==> src/rtl/mstep_pkg.sv <==
package mstep_pkg;

   localparam int FLAG_W = 4;

   // Flag layout: [3] N, [2] Z, [1] V, [0] C
   typedef struct packed {
      logic n;
      logic z;
      logic v;
      logic c;
   } mstep_flags_t;

   localparam mstep_flags_t FLAGS_CLEAR = '{n: 1'b0, z: 1'b0, v: 1'b0, c: 1'b0};

endpackage

==> src/rtl/mstep_opsel.sv <==
module mstep_opsel #(
   parameter int DATA_W     = 32,
   parameter int IMM_W      = 13,
   parameter bit IMM_SIGNED = 1'b1
) (
   input  logic [DATA_W-1:0] reg_val,
   input  logic [IMM_W-1:0]  imm_val,
   input  logic              pick_imm,
   output logic [DATA_W-1:0] mcand
);
   localparam int EXT_W = DATA_W - IMM_W;

   logic [DATA_W-1:0] imm_ext;

   generate
      if (IMM_SIGNED) begin : g_sext
         assign imm_ext = {{EXT_W{imm_val[IMM_W-1]}}, imm_val};
      end else begin : g_zext
         assign imm_ext = {{EXT_W{1'b0}}, imm_val};
      end
   endgenerate

   assign mcand = pick_imm ? imm_ext : reg_val;

endmodule

==> src/rtl/mstep_core.sv <==
module mstep_core
   import mstep_pkg::*;
#(
   parameter int DATA_W = 32
) (
   input  logic [DATA_W-1:0] acc_cur,
   input  logic [DATA_W-1:0] y_cur,
   input  mstep_flags_t      fl_cur,
   input  logic [DATA_W-1:0] mcand,
   output logic [DATA_W-1:0] acc_nxt,
   output logic [DATA_W-1:0] y_nxt,
   output mstep_flags_t      fl_nxt
);
   localparam int MSB = DATA_W - 1;

   logic [DATA_W-1:0] shifted;
   logic [DATA_W-1:0] addend;
   logic [DATA_W:0]   wide_sum;

   always_comb begin
      // true sign of the previous (DATA_W+1)-bit sum enters at the top
      shifted  = {fl_cur.n ^ fl_cur.v, acc_cur[MSB:1]};
      addend   = y_cur[0] ? mcand : '0;
      wide_sum = {1'b0, shifted} + {1'b0, addend};

      acc_nxt  = wide_sum[MSB:0];
      y_nxt    = {acc_cur[0], y_cur[MSB:1]};

      fl_nxt.n = wide_sum[MSB];
      fl_nxt.z = (wide_sum[MSB:0] == '0);
      fl_nxt.v = (shifted[MSB] == addend[MSB]) && (wide_sum[MSB] != shifted[MSB]);
      fl_nxt.c = wide_sum[DATA_W];
   end

endmodule

==> src/rtl/mstep_ctrl.sv <==
module mstep_ctrl #(
   parameter int STEPS = 32
) (
   input  logic clk,
   input  logic rst_n,
   input  logic run_req,
   input  logic load_req,
   input  logic step_req,
   output logic take_run,
   output logic take_load,
   output logic take_step,
   output logic running,
   output logic last_step,
   output logic fin_pulse
);
   localparam int CNT_W = $clog2(STEPS + 1);

   logic [CNT_W-1:0] cnt_q;

   assign take_run  = run_req & ~running;
   assign take_load = load_req & ~running & ~run_req;
   assign take_step = step_req & ~running & ~run_req & ~load_req;
   assign last_step = running && (cnt_q == CNT_W'(STEPS));

   always_ff @(posedge clk) begin
      if (!rst_n) begin
         running   <= 1'b0;
         cnt_q     <= '0;
         fin_pulse <= 1'b0;
      end else begin
         fin_pulse <= 1'b0;
         if (take_run) begin
            running <= 1'b1;
            cnt_q   <= '0;
         end else if (running) begin
            if (last_step) begin
               running   <= 1'b0;
               cnt_q     <= '0;
               fin_pulse <= 1'b1;
            end else begin
               cnt_q <= cnt_q + 1'b1;
            end
         end
      end
   end

endmodule

==> src/rtl/mstep_unit.sv <==
module mstep_unit
   import mstep_pkg::*;
#(
   parameter int DATA_W     = 32,
   parameter int IMM_W      = 13,
   parameter bit IMM_SIGNED = 1'b1
) (
   input  logic              clk,
   input  logic              rst_n,
   input  logic              run_start,
   input  logic              load,
   input  logic              step,
   input  logic              use_imm,
   input  logic [DATA_W-1:0] b_in,
   input  logic [IMM_W-1:0]  imm_in,
   input  logic [DATA_W-1:0] acc_in,
   input  logic [DATA_W-1:0] y_in,
   input  logic [FLAG_W-1:0] flags_in,
   output logic [DATA_W-1:0] acc_out,
   output logic [DATA_W-1:0] y_out,
   output logic [FLAG_W-1:0] flags_out,
   output logic              busy,
   output logic              done
);
   generate
      if (DATA_W < 4) begin : g_bad_width
         $error("mstep_unit: DATA_W must be at least 4");
      end
      if (IMM_W < 2 || IMM_W >= DATA_W) begin : g_bad_imm
         $error("mstep_unit: IMM_W must be in 2..DATA_W-1");
      end
   endgenerate

   logic [DATA_W-1:0] acc_q, y_q, mc_q;
   mstep_flags_t      fl_q;

   logic [DATA_W-1:0] sel_mc, core_mc;
   logic [DATA_W-1:0] acc_nxt, y_nxt;
   mstep_flags_t      fl_nxt;

   logic take_run, take_load, take_step, running, last_step, fin_pulse;

   mstep_opsel #(
      .DATA_W    (DATA_W),
      .IMM_W     (IMM_W),
      .IMM_SIGNED(IMM_SIGNED)
   ) u_opsel (
      .reg_val (b_in),
      .imm_val (imm_in),
      .pick_imm(use_imm),
      .mcand   (sel_mc)
   );

   mstep_ctrl #(
      .STEPS(DATA_W)
   ) u_ctrl (
      .clk      (clk),
      .rst_n    (rst_n),
      .run_req  (run_start),
      .load_req (load),
      .step_req (step),
      .take_run (take_run),
      .take_load(take_load),
      .take_step(take_step),
      .running  (running),
      .last_step(last_step),
      .fin_pulse(fin_pulse)
   );

   // sequenced steps use the latched multiplicand; the closing step adds zero
   always_comb begin
      if (running) core_mc = last_step ? '0 : mc_q;
      else         core_mc = sel_mc;
   end

   mstep_core #(
      .DATA_W(DATA_W)
   ) u_core (
      .acc_cur(acc_q),
      .y_cur  (y_q),
      .fl_cur (fl_q),
      .mcand  (core_mc),
      .acc_nxt(acc_nxt),
      .y_nxt  (y_nxt),
      .fl_nxt (fl_nxt)
   );

   always_ff @(posedge clk) begin
      if (!rst_n) begin
         acc_q <= '0;
         y_q   <= '0;
         fl_q  <= FLAGS_CLEAR;
         mc_q  <= '0;
      end else if (take_run) begin
         acc_q <= '0;
         y_q   <= y_in;
         fl_q  <= FLAGS_CLEAR;
         mc_q  <= sel_mc;
      end else if (take_load) begin
         acc_q <= acc_in;
         y_q   <= y_in;
         fl_q  <= mstep_flags_t'(flags_in);
      end else if (take_step || running) begin
         acc_q <= acc_nxt;
         y_q   <= y_nxt;
         fl_q  <= fl_nxt;
      end
   end

   assign acc_out   = acc_q;
   assign y_out     = y_q;
   assign flags_out = fl_q;
   assign busy      = running;
   assign done      = fin_pulse;

endmodule

==> config.mk <==
export PLATFORM = sky130hd
export DESIGN_NAME = mstep_unit
export DESIGN_NICKNAME = d
export VERILOG_FILES = /design/src/rtl/mstep_pkg.sv /design/src/rtl/mstep_opsel.sv /design/src/rtl/mstep_core.sv /design/src/rtl/mstep_ctrl.sv /design/src/rtl/mstep_unit.sv
export SDC_FILE = /design/constraint.sdc
export NUM_CORES = 1
export LEC_CHECK = 0
export BUFFER_PORTS_ARGS = -buffer_cell sky130_fd_sc_hd__buf_2
export CAP_MARGIN = 30
export CORE_UTILIZATION = 43
export CTS_CLUSTER_DIAMETER = 100
export DETAILED_ROUTE_END_ITERATION = 10
export PLACE_DENSITY = 0.67
export SKIP_LAST_GASP = 1
export SYNTH_ARGS = -nofsm -noshare
export SYNTH_HDL_FRONTEND = slang
export SYNTH_SLANG_ARGS = --single-unit
==> constraint.sdc <==
create_clock -name clk -period 7.4 [get_ports clk]
set_clock_uncertainty 0.2 [all_clocks]
set_input_delay 2.22 -clock clk [delete_from_list [all_inputs] [get_ports clk]]
set_output_delay 2.22 -clock clk [all_outputs]
set_load 0.05 [all_outputs]
==> out/results.txt, run 1 <==
Number of synthesis warnings: 0
GPL Wtd Cong: 0.9536
Syn_nets: 1,067
Clock sinks: 108
Detailed Route Iter0 Violations: 626
Final ANT Viol Nets: 0
Period utilization: 0.8108
Placed Instance Area: 8188 µm²
Syn Area/Cell: 7.748 µm²
Switching power share of the total: 0.3613
Required @ worst endpoint: 7.45 ns
Power density cells: 196.9 nW/µm²
Syn Inst Count: 913
Top-level I/O count: 189
RSZ-0062 raised after global routing: false
Worst r2r src: u_ctrl.cnt_q[0]
Core Footprint: 16,000 µm²
Drt pass-1 iters: 4
Most frequent CP cell: a21oi_1
Worst hold path startpoint: mc_q[1]
Mapped cell area: 7074 µm²
Largest net degree at the start of global routing: 51
Final setup margin: 1.400 ns
Reg power frac: 0.395
Clk root buf: clkbuf_16
Number of synthesized flops with an enable pin: 0
TritonCTS Buffers: 9
Longest Clk Path Bufs: 2
Final core utilization: 0.5310
H-Tree Level Count: 3
Initial core utilization: 0.4421
Kind of critical path: in2reg
R2R Path End: flags_out[0]
Via Count: 7,221
Non-Filler Cell Area, Final: 8497 µm²
Die Width: 130.3 µm
Via density per instance: 5.628
Initial antenna violation count: 1
Final number of hold-violating endpoints: 0
Netlist cell types: 67
Worst Path Arrival: 6.05 ns
Fmax: 0.1667 GHz
Top post-synthesis cells by area: dfxtp_1 31%, mux2i_1 7.4%, a21oi_1 6.9%
Final setup violation count: 0
Placement Rows: 46
VDD IR max: 143.3 µV
Leak: 0.004184 µW
Post-CTS Setup Bufs: 0
Outcome: completed
Syn-to-layout area delta: 20.11%
Share of post-route cells with drive strength above 1: 0.2202
WP buf/inv: 1
Tightest Pin Transition: 0.7502 ns
Hold Path Cell Cnt: 2
Sequential fraction of the synthesis area: 0.3056
First-pass GRT wire length: 34.00 mm
NetSw: 604.4 µW
CP endpoint kind: flop
Gr usage total: 0.2574
Cts repair resizes: 0
Clk_lat worst skew: 0.36 ns
Worst path slowest cell: and2_1
Reg2reg setup slack: 2.52 ns
CTS tree: yes
Clock share of power: 0.309
#FFs+latches synth: 108
Die area: 16,970 µm²
CTS Hold Bufs: 0
Final Total Pwr: 1673 µW
Fin nets: 1,216
Slew headroom: 0.4987
Ys async rst share: 0
ANT cells: 0
Top Family by Delay on Critical Path: compound AO/OA/AOI/OAI gates
Crit-path cells: buf_2 -> and2_1 -> a21oi_1 -> nor2_1 -> a21oi_1 -> nor2b_1 -> ha_1 -> and4_1 -> a31o_2 -> a21oi_1 -> a31oi_2 -> a21oi_1 -> o21ai_1 -> a31oi_1 -> o221ai_1 -> o2111a_1
Post-synth top area share: 0.3056
I/O Buffers: 188
Residual DRC count: 0
Crit path time final: 6.000 ns
Worst hold path class: reg2reg
DRT Wirelength: 21.47 mm
Worst-path fanout max: 20
Combinational fraction of design power: 0.296
Max-slew violations: 0
Number of global-route vias before repair: 6,573
Routed length per instance: 16.73 µm
Slowest stage delay, CP: 0.65 ns
Clk pin slew, worst setup/hold paths: 0.08 ns
DIE HEIGHT: 130.3 µm
Top_reg_cell synth: dfxtp_1
Yosys top cell by area: dfxtp_1
Grt total ovfl: 0
Reg2reg path depth: 19
Dpl ws: 1.137 ns
Startpoint Class: input port
Power Internal: 1069 µW
Max Cap Violations: 0
Post-route setup TNS: 0 ns
Hold Path Sink: mc_q[1]
HPWL after DPL: 16.02 mm
==> cells in the final DEF, fill, tap and decap left out, types with 18 or more instances in the layout <==
master / instances
nand2_1: 130
o21ai_0: 79
dfxtp_1: 108
xnor2_1: 18
a21oi_1: 98
o211a_1: 33
nor2_1: 82
mux2i_1: 52
buf_2: 188
nor2b_1: 34
ha_1: 34
==> synth_stat cells (14+ instances only) <==
cell type / n
nand2_1: 130
dfxtp_1: 108
a21oi_1: 98
nor2_1: 83
o21ai_0: 79
clkbuf_1: 55
mux2i_1: 52
ha_1: 34
nor2b_1: 34
o211a_1: 33
xnor2_1: 18
inv_1: 14
==> through the flow <==
stage	hold WS, ns	std cells
finish	0.2531	1283
global route	0.2817	1283
CTS	0.2585	1283
detailed placement	0.2400	1267
global placement	0.2336	1264
floorplan	0.2182	913
==> power by group through the flow <==
stage | combinational [µW] | sequential [µW] | clock [µW]
floorplan | 252 | 773 | 0
global placement | 487 | 673 | 0
detailed placement | 492 | 673 | 0
CTS | 493 | 660 | 529
global route | 539 | 666 | 552
finish | 495 | 660 | 517
==> worst max path at each step <==
stage	from	to	slack (ns)	cells past startpoint
after floorplan	use_imm	flags_out[2]	1.50	16
after global placement	use_imm	acc_out[31]	1.12	16
after detailed placement	use_imm	flags_out[0]	1.14	16
after CTS	use_imm	flags_out[0]	1.49	16
after global routing	use_imm	acc_out[31]	1.09	16
final	use_imm	flags_out[0]	1.40	16
==> area by class of cell <==
type | count | area [µm²]
fill | 1578 | 7503
multi-input combinational | 730 | 4643
clock inverter | 6 | 70.07
timing repair buffer | 198 | 1056
sequential | 108 | 2162
tap | 216 | 270.3
inverter | 15 | 56.30
clock buffer | 10 | 239.0
==> state kept, by name (all words and copies together) (netlist names) <==
name and count:
acc_out 32, mc_q 32, y_out 32, u_ctrl.cnt_q 6
flags_out 4, u_ctrl.fin_pulse 1, u_ctrl.running 1
==> worst register-to-register path, delay by kind of cell (launching register included) <==
| family | cells | cell delay (ns) |
|---|---|---|
| AOI/OAI and AO/OA | 9 | 2.35 |
| adders and majority gates | 3 | 0.80 |
| and+or+nand+nor | 4 | 0.62 |
| buffers and inverters | 3 | 0.50 |
| DFF | 1 | 0.36 |
==> kinds of logic (layout without fill, tap and decap cells) <==
| family | Yosys count | after routing | share of synthesized area |
|---|---|---|---|
| AO/OA/AOI/OAI | 307 | 307 | 0.2860 |
| adder cells (fa/ha/maj) | 35 | 35 | 0.06296 |
| AND/OR/NAND/NOR | 308 | 308 | 0.1970 |
| multiplexers | 52 | 52 | 0.07358 |
| buffers and inverters | 75 | 229 | 0.04015 |
| flip-flops | 108 | 108 | 0.3056 |
| XOR/XNOR | 28 | 28 | 0.03466 |
==> routing by layer <==
layer	part of all wire	wire, µm	up-vias	global-route usage
met1	0.48	10290	3341	0.3669
met3	0.069	1471	31	0.04264
met2	0.43	9263	270	0.3883
met5	0.00061	13	-	0
met4	0.020	430	2	0.09166
li1	-	-	3577	-
Power figures use the tool's default switching activity.
==> run 2, diff against run 1 <==
Clock period 7.4 ns to 6 ns, I/O delays scaled along.
==> run 2 against run 1 <==
Total power up 25%. Critical endpoint is now flags_out[2]. Setup slack got worse by 0.77 ns. Clock power is 29% higher. Final cell count increased by 0.47%. Worst hold slack is essentially flat. First-iteration DRC count rose by 1.3%. Largest power group unchanged. Highest routed layer unchanged. Register-to-register slack lost 1.3 ns. Core utilization is 0.16 points higher. Global-route usage grew 0.56 points. Sequential cell count stayed put. Non-clock buffer count rose by 5. Design area is 0.31% higher.
==> out/results.txt, run 2 (synthesis results as in run 1) <==
Tightest Pin Transition: 1.038 ns (+0.2883 ns)
Placement Rows: 46 (unchanged)
Worst-path fanout max: 20 (unchanged)
VDD IR max: 146.4 µV (+2.2%)
Hold Path Cell Cnt: 2 (unchanged)
Die area: 16,970 µm² (unchanged)
Max-slew violations: 0 (unchanged)
Core Footprint: 16,000 µm² (unchanged)
R2R Path End: flags_out[2]
Clk_lat worst skew: 0.36 ns (about the same)
Final Total Pwr: 2096 µW (+25%)
CTS tree: yes
RSZ-0062 raised after global routing: false
DRT Wirelength: 22.08 mm (+2.9%)
Required @ worst endpoint: 6.09 ns (-1.36 ns)
Initial antenna violation count: 3 (+2)
Clock sinks: 108 (unchanged)
Largest net degree at the start of global routing: 54 (+5.9%)
Worst r2r src: u_ctrl.cnt_q[0]
Via Count: 7,264 (+0.60%)
Longest Clk Path Bufs: 2 (unchanged)
Reg2reg setup slack: 1.26 ns (-1.26 ns)
Final ANT Viol Nets: 0 (unchanged)
Fin nets: 1,221 (+0.41%)
Power density cells: 245.9 nW/µm² (+25%)
Grt total ovfl: 0 (unchanged)
CTS Hold Bufs: 0 (unchanged)
Worst hold path class: reg2reg
Final number of hold-violating endpoints: 0 (unchanged)
Hold Path Sink: mc_q[13]
Leak: 0.004214 µW (+0.74%)
Routed length per instance: 17.13 µm (+2.4%)
Commonest non-fill, non-tap cells in the layout: 188 x buf_2, 130 x nand2_1, 108 x dfxtp_1
CP endpoint kind: flop
Startpoint Class: input port
Cts repair resizes: 0 (unchanged)
Commonest non-fill, non-tap cell in the layout: buf_2
Via density per instance: 5.635 (+0.13%)
H-Tree Level Count: 3 (unchanged)
Slew headroom: 0.3077 (-0.1910)
Worst Path Arrival: 5.46 ns (-0.59 ns)
Worst hold margin: 0.2533 ns (+0.0001850 ns)
Crit path time final: 5.365 ns
Initial core utilization: 0.4421 (unchanged)
Detailed Route Iter0 Violations: 634 (+1.3%)
Syn-to-layout area delta: 20.48%
Top-level I/O count: 189 (unchanged)
Kind of critical path: in2reg
Max Cap Violations: 0 (unchanged)
Post-route setup TNS: 0 ns (unchanged)
Residual DRC count: 0 (unchanged)
Outcome: completed
Reg2reg path depth: 18 (-1)
First-pass GRT wire length: 34.53 mm (+1.6%)
I/O Buffers: 188 (unchanged)
Post-CTS Setup Bufs: 0 (unchanged)
GPL Wtd Cong: 0.9186 (-3.7%)
Fmax: 0.1864 GHz
Dpl cells: 1,272 (+0.39%)
Clk root buf: clkbuf_16
HPWL after DPL: 16.63 mm (+3.8%)
Period utilization: 0.8942
Share of post-route cells with drive strength above 1: 0.2220 (+0.001771)
TritonCTS Buffers: 9 (unchanged)
Number of global-route vias before repair: 6,528 (-0.68%)
Post-route non-filler standard cell count: 1,289 (+0.47%)
Worst hold path startpoint: mc_q[13]
DIE HEIGHT: 130.3 µm (unchanged)
Final setup violation count: 0 (unchanged)
Clk pin slew, worst setup/hold paths: 0.07 ns (about the same)
Die Width: 130.3 µm (unchanged)
Drt pass-1 iters: 5 (+1)
Gr usage total: 0.2629 (+0.005559)
==> run 2: changes by cell type in the layout (fill, tap and decap cells not counted), sizes merged <==
cell	delta
buf	+5
clkinvlp	-3
bufinv	+1
clkbuf	+1
clkinv	+1
diode	+1
==> run 2: stage by stage <==
stage | util | area, µm² | setup slack [ns]
after floorplan | - | 7074 | 0.5242
final | 0.5327 | 8523 | 0.6347
after global routing | 0.5325 | 8521 | 0.3771
after detailed placement | 0.5128 | 8205 | 0.3416
after CTS | 0.5325 | 8521 | 0.7040
after global placement | 0.5106 | 8170 | 0.3669
==> run 2: cell type report <==
cell class                      count  area [µm²]
Multi-Input combinational cell    730        4643
Antenna cell                        1       2.502
Sequential cell                   108        2162
Clock buffer                       11       232.7
Timing Repair Buffer              203        1074
Tap cell                          216       270.3
Fill cell                        1608        7477
Clock inverter                      5       82.58
Inverter                           15       56.30
==> run 2: critical path, cell delays in order <==
cell and delay (ns):
buf_2 0.15, inv_1 0.46, a21oi_1 0.20, nor2_1 0.12
a21oi_1 0.05, nor2b_1 0.15, ha_1 0.31, and4_1 0.30
a31o_2 0.26, a21oi_1 0.24, a31oi_2 0.13, a211o_1 0.33
a21o_1 0.19, a2111oi_2 0.42, o2111ai_1 0.17, o21ai_1 0.17
==> run 2: worst max-delay path by stage <==
stage                  from           end  slack, ns  depth (start not counted)
floorplan           use_imm  flags_out[2]       0.52                         16
global placement    use_imm  flags_out[2]       0.37                         16
detailed placement  use_imm  flags_out[2]       0.34                         16
CTS                 use_imm  flags_out[2]       0.70                         17
global route        use_imm  flags_out[2]       0.38                         16
finish              use_imm  flags_out[2]       0.63                         16
==> run 2: metal layers <==
layer | vias to the layer above | track usage | wire (µm)
li1 | 3588 | - | -
met1 | 3368 | 0.3686 | 10420
met2 | 272 | 0.3983 | 9586
met3 | 32 | 0.05289 | 1595
met4 | 4 | 0.09097 | 452
met5 | - | 0 | 30
==> run 2: where the power goes <==
group	switching, µW	internal, µW
clock	297	370
sequential	45.7	770
combinational	405	208
total	748	1350
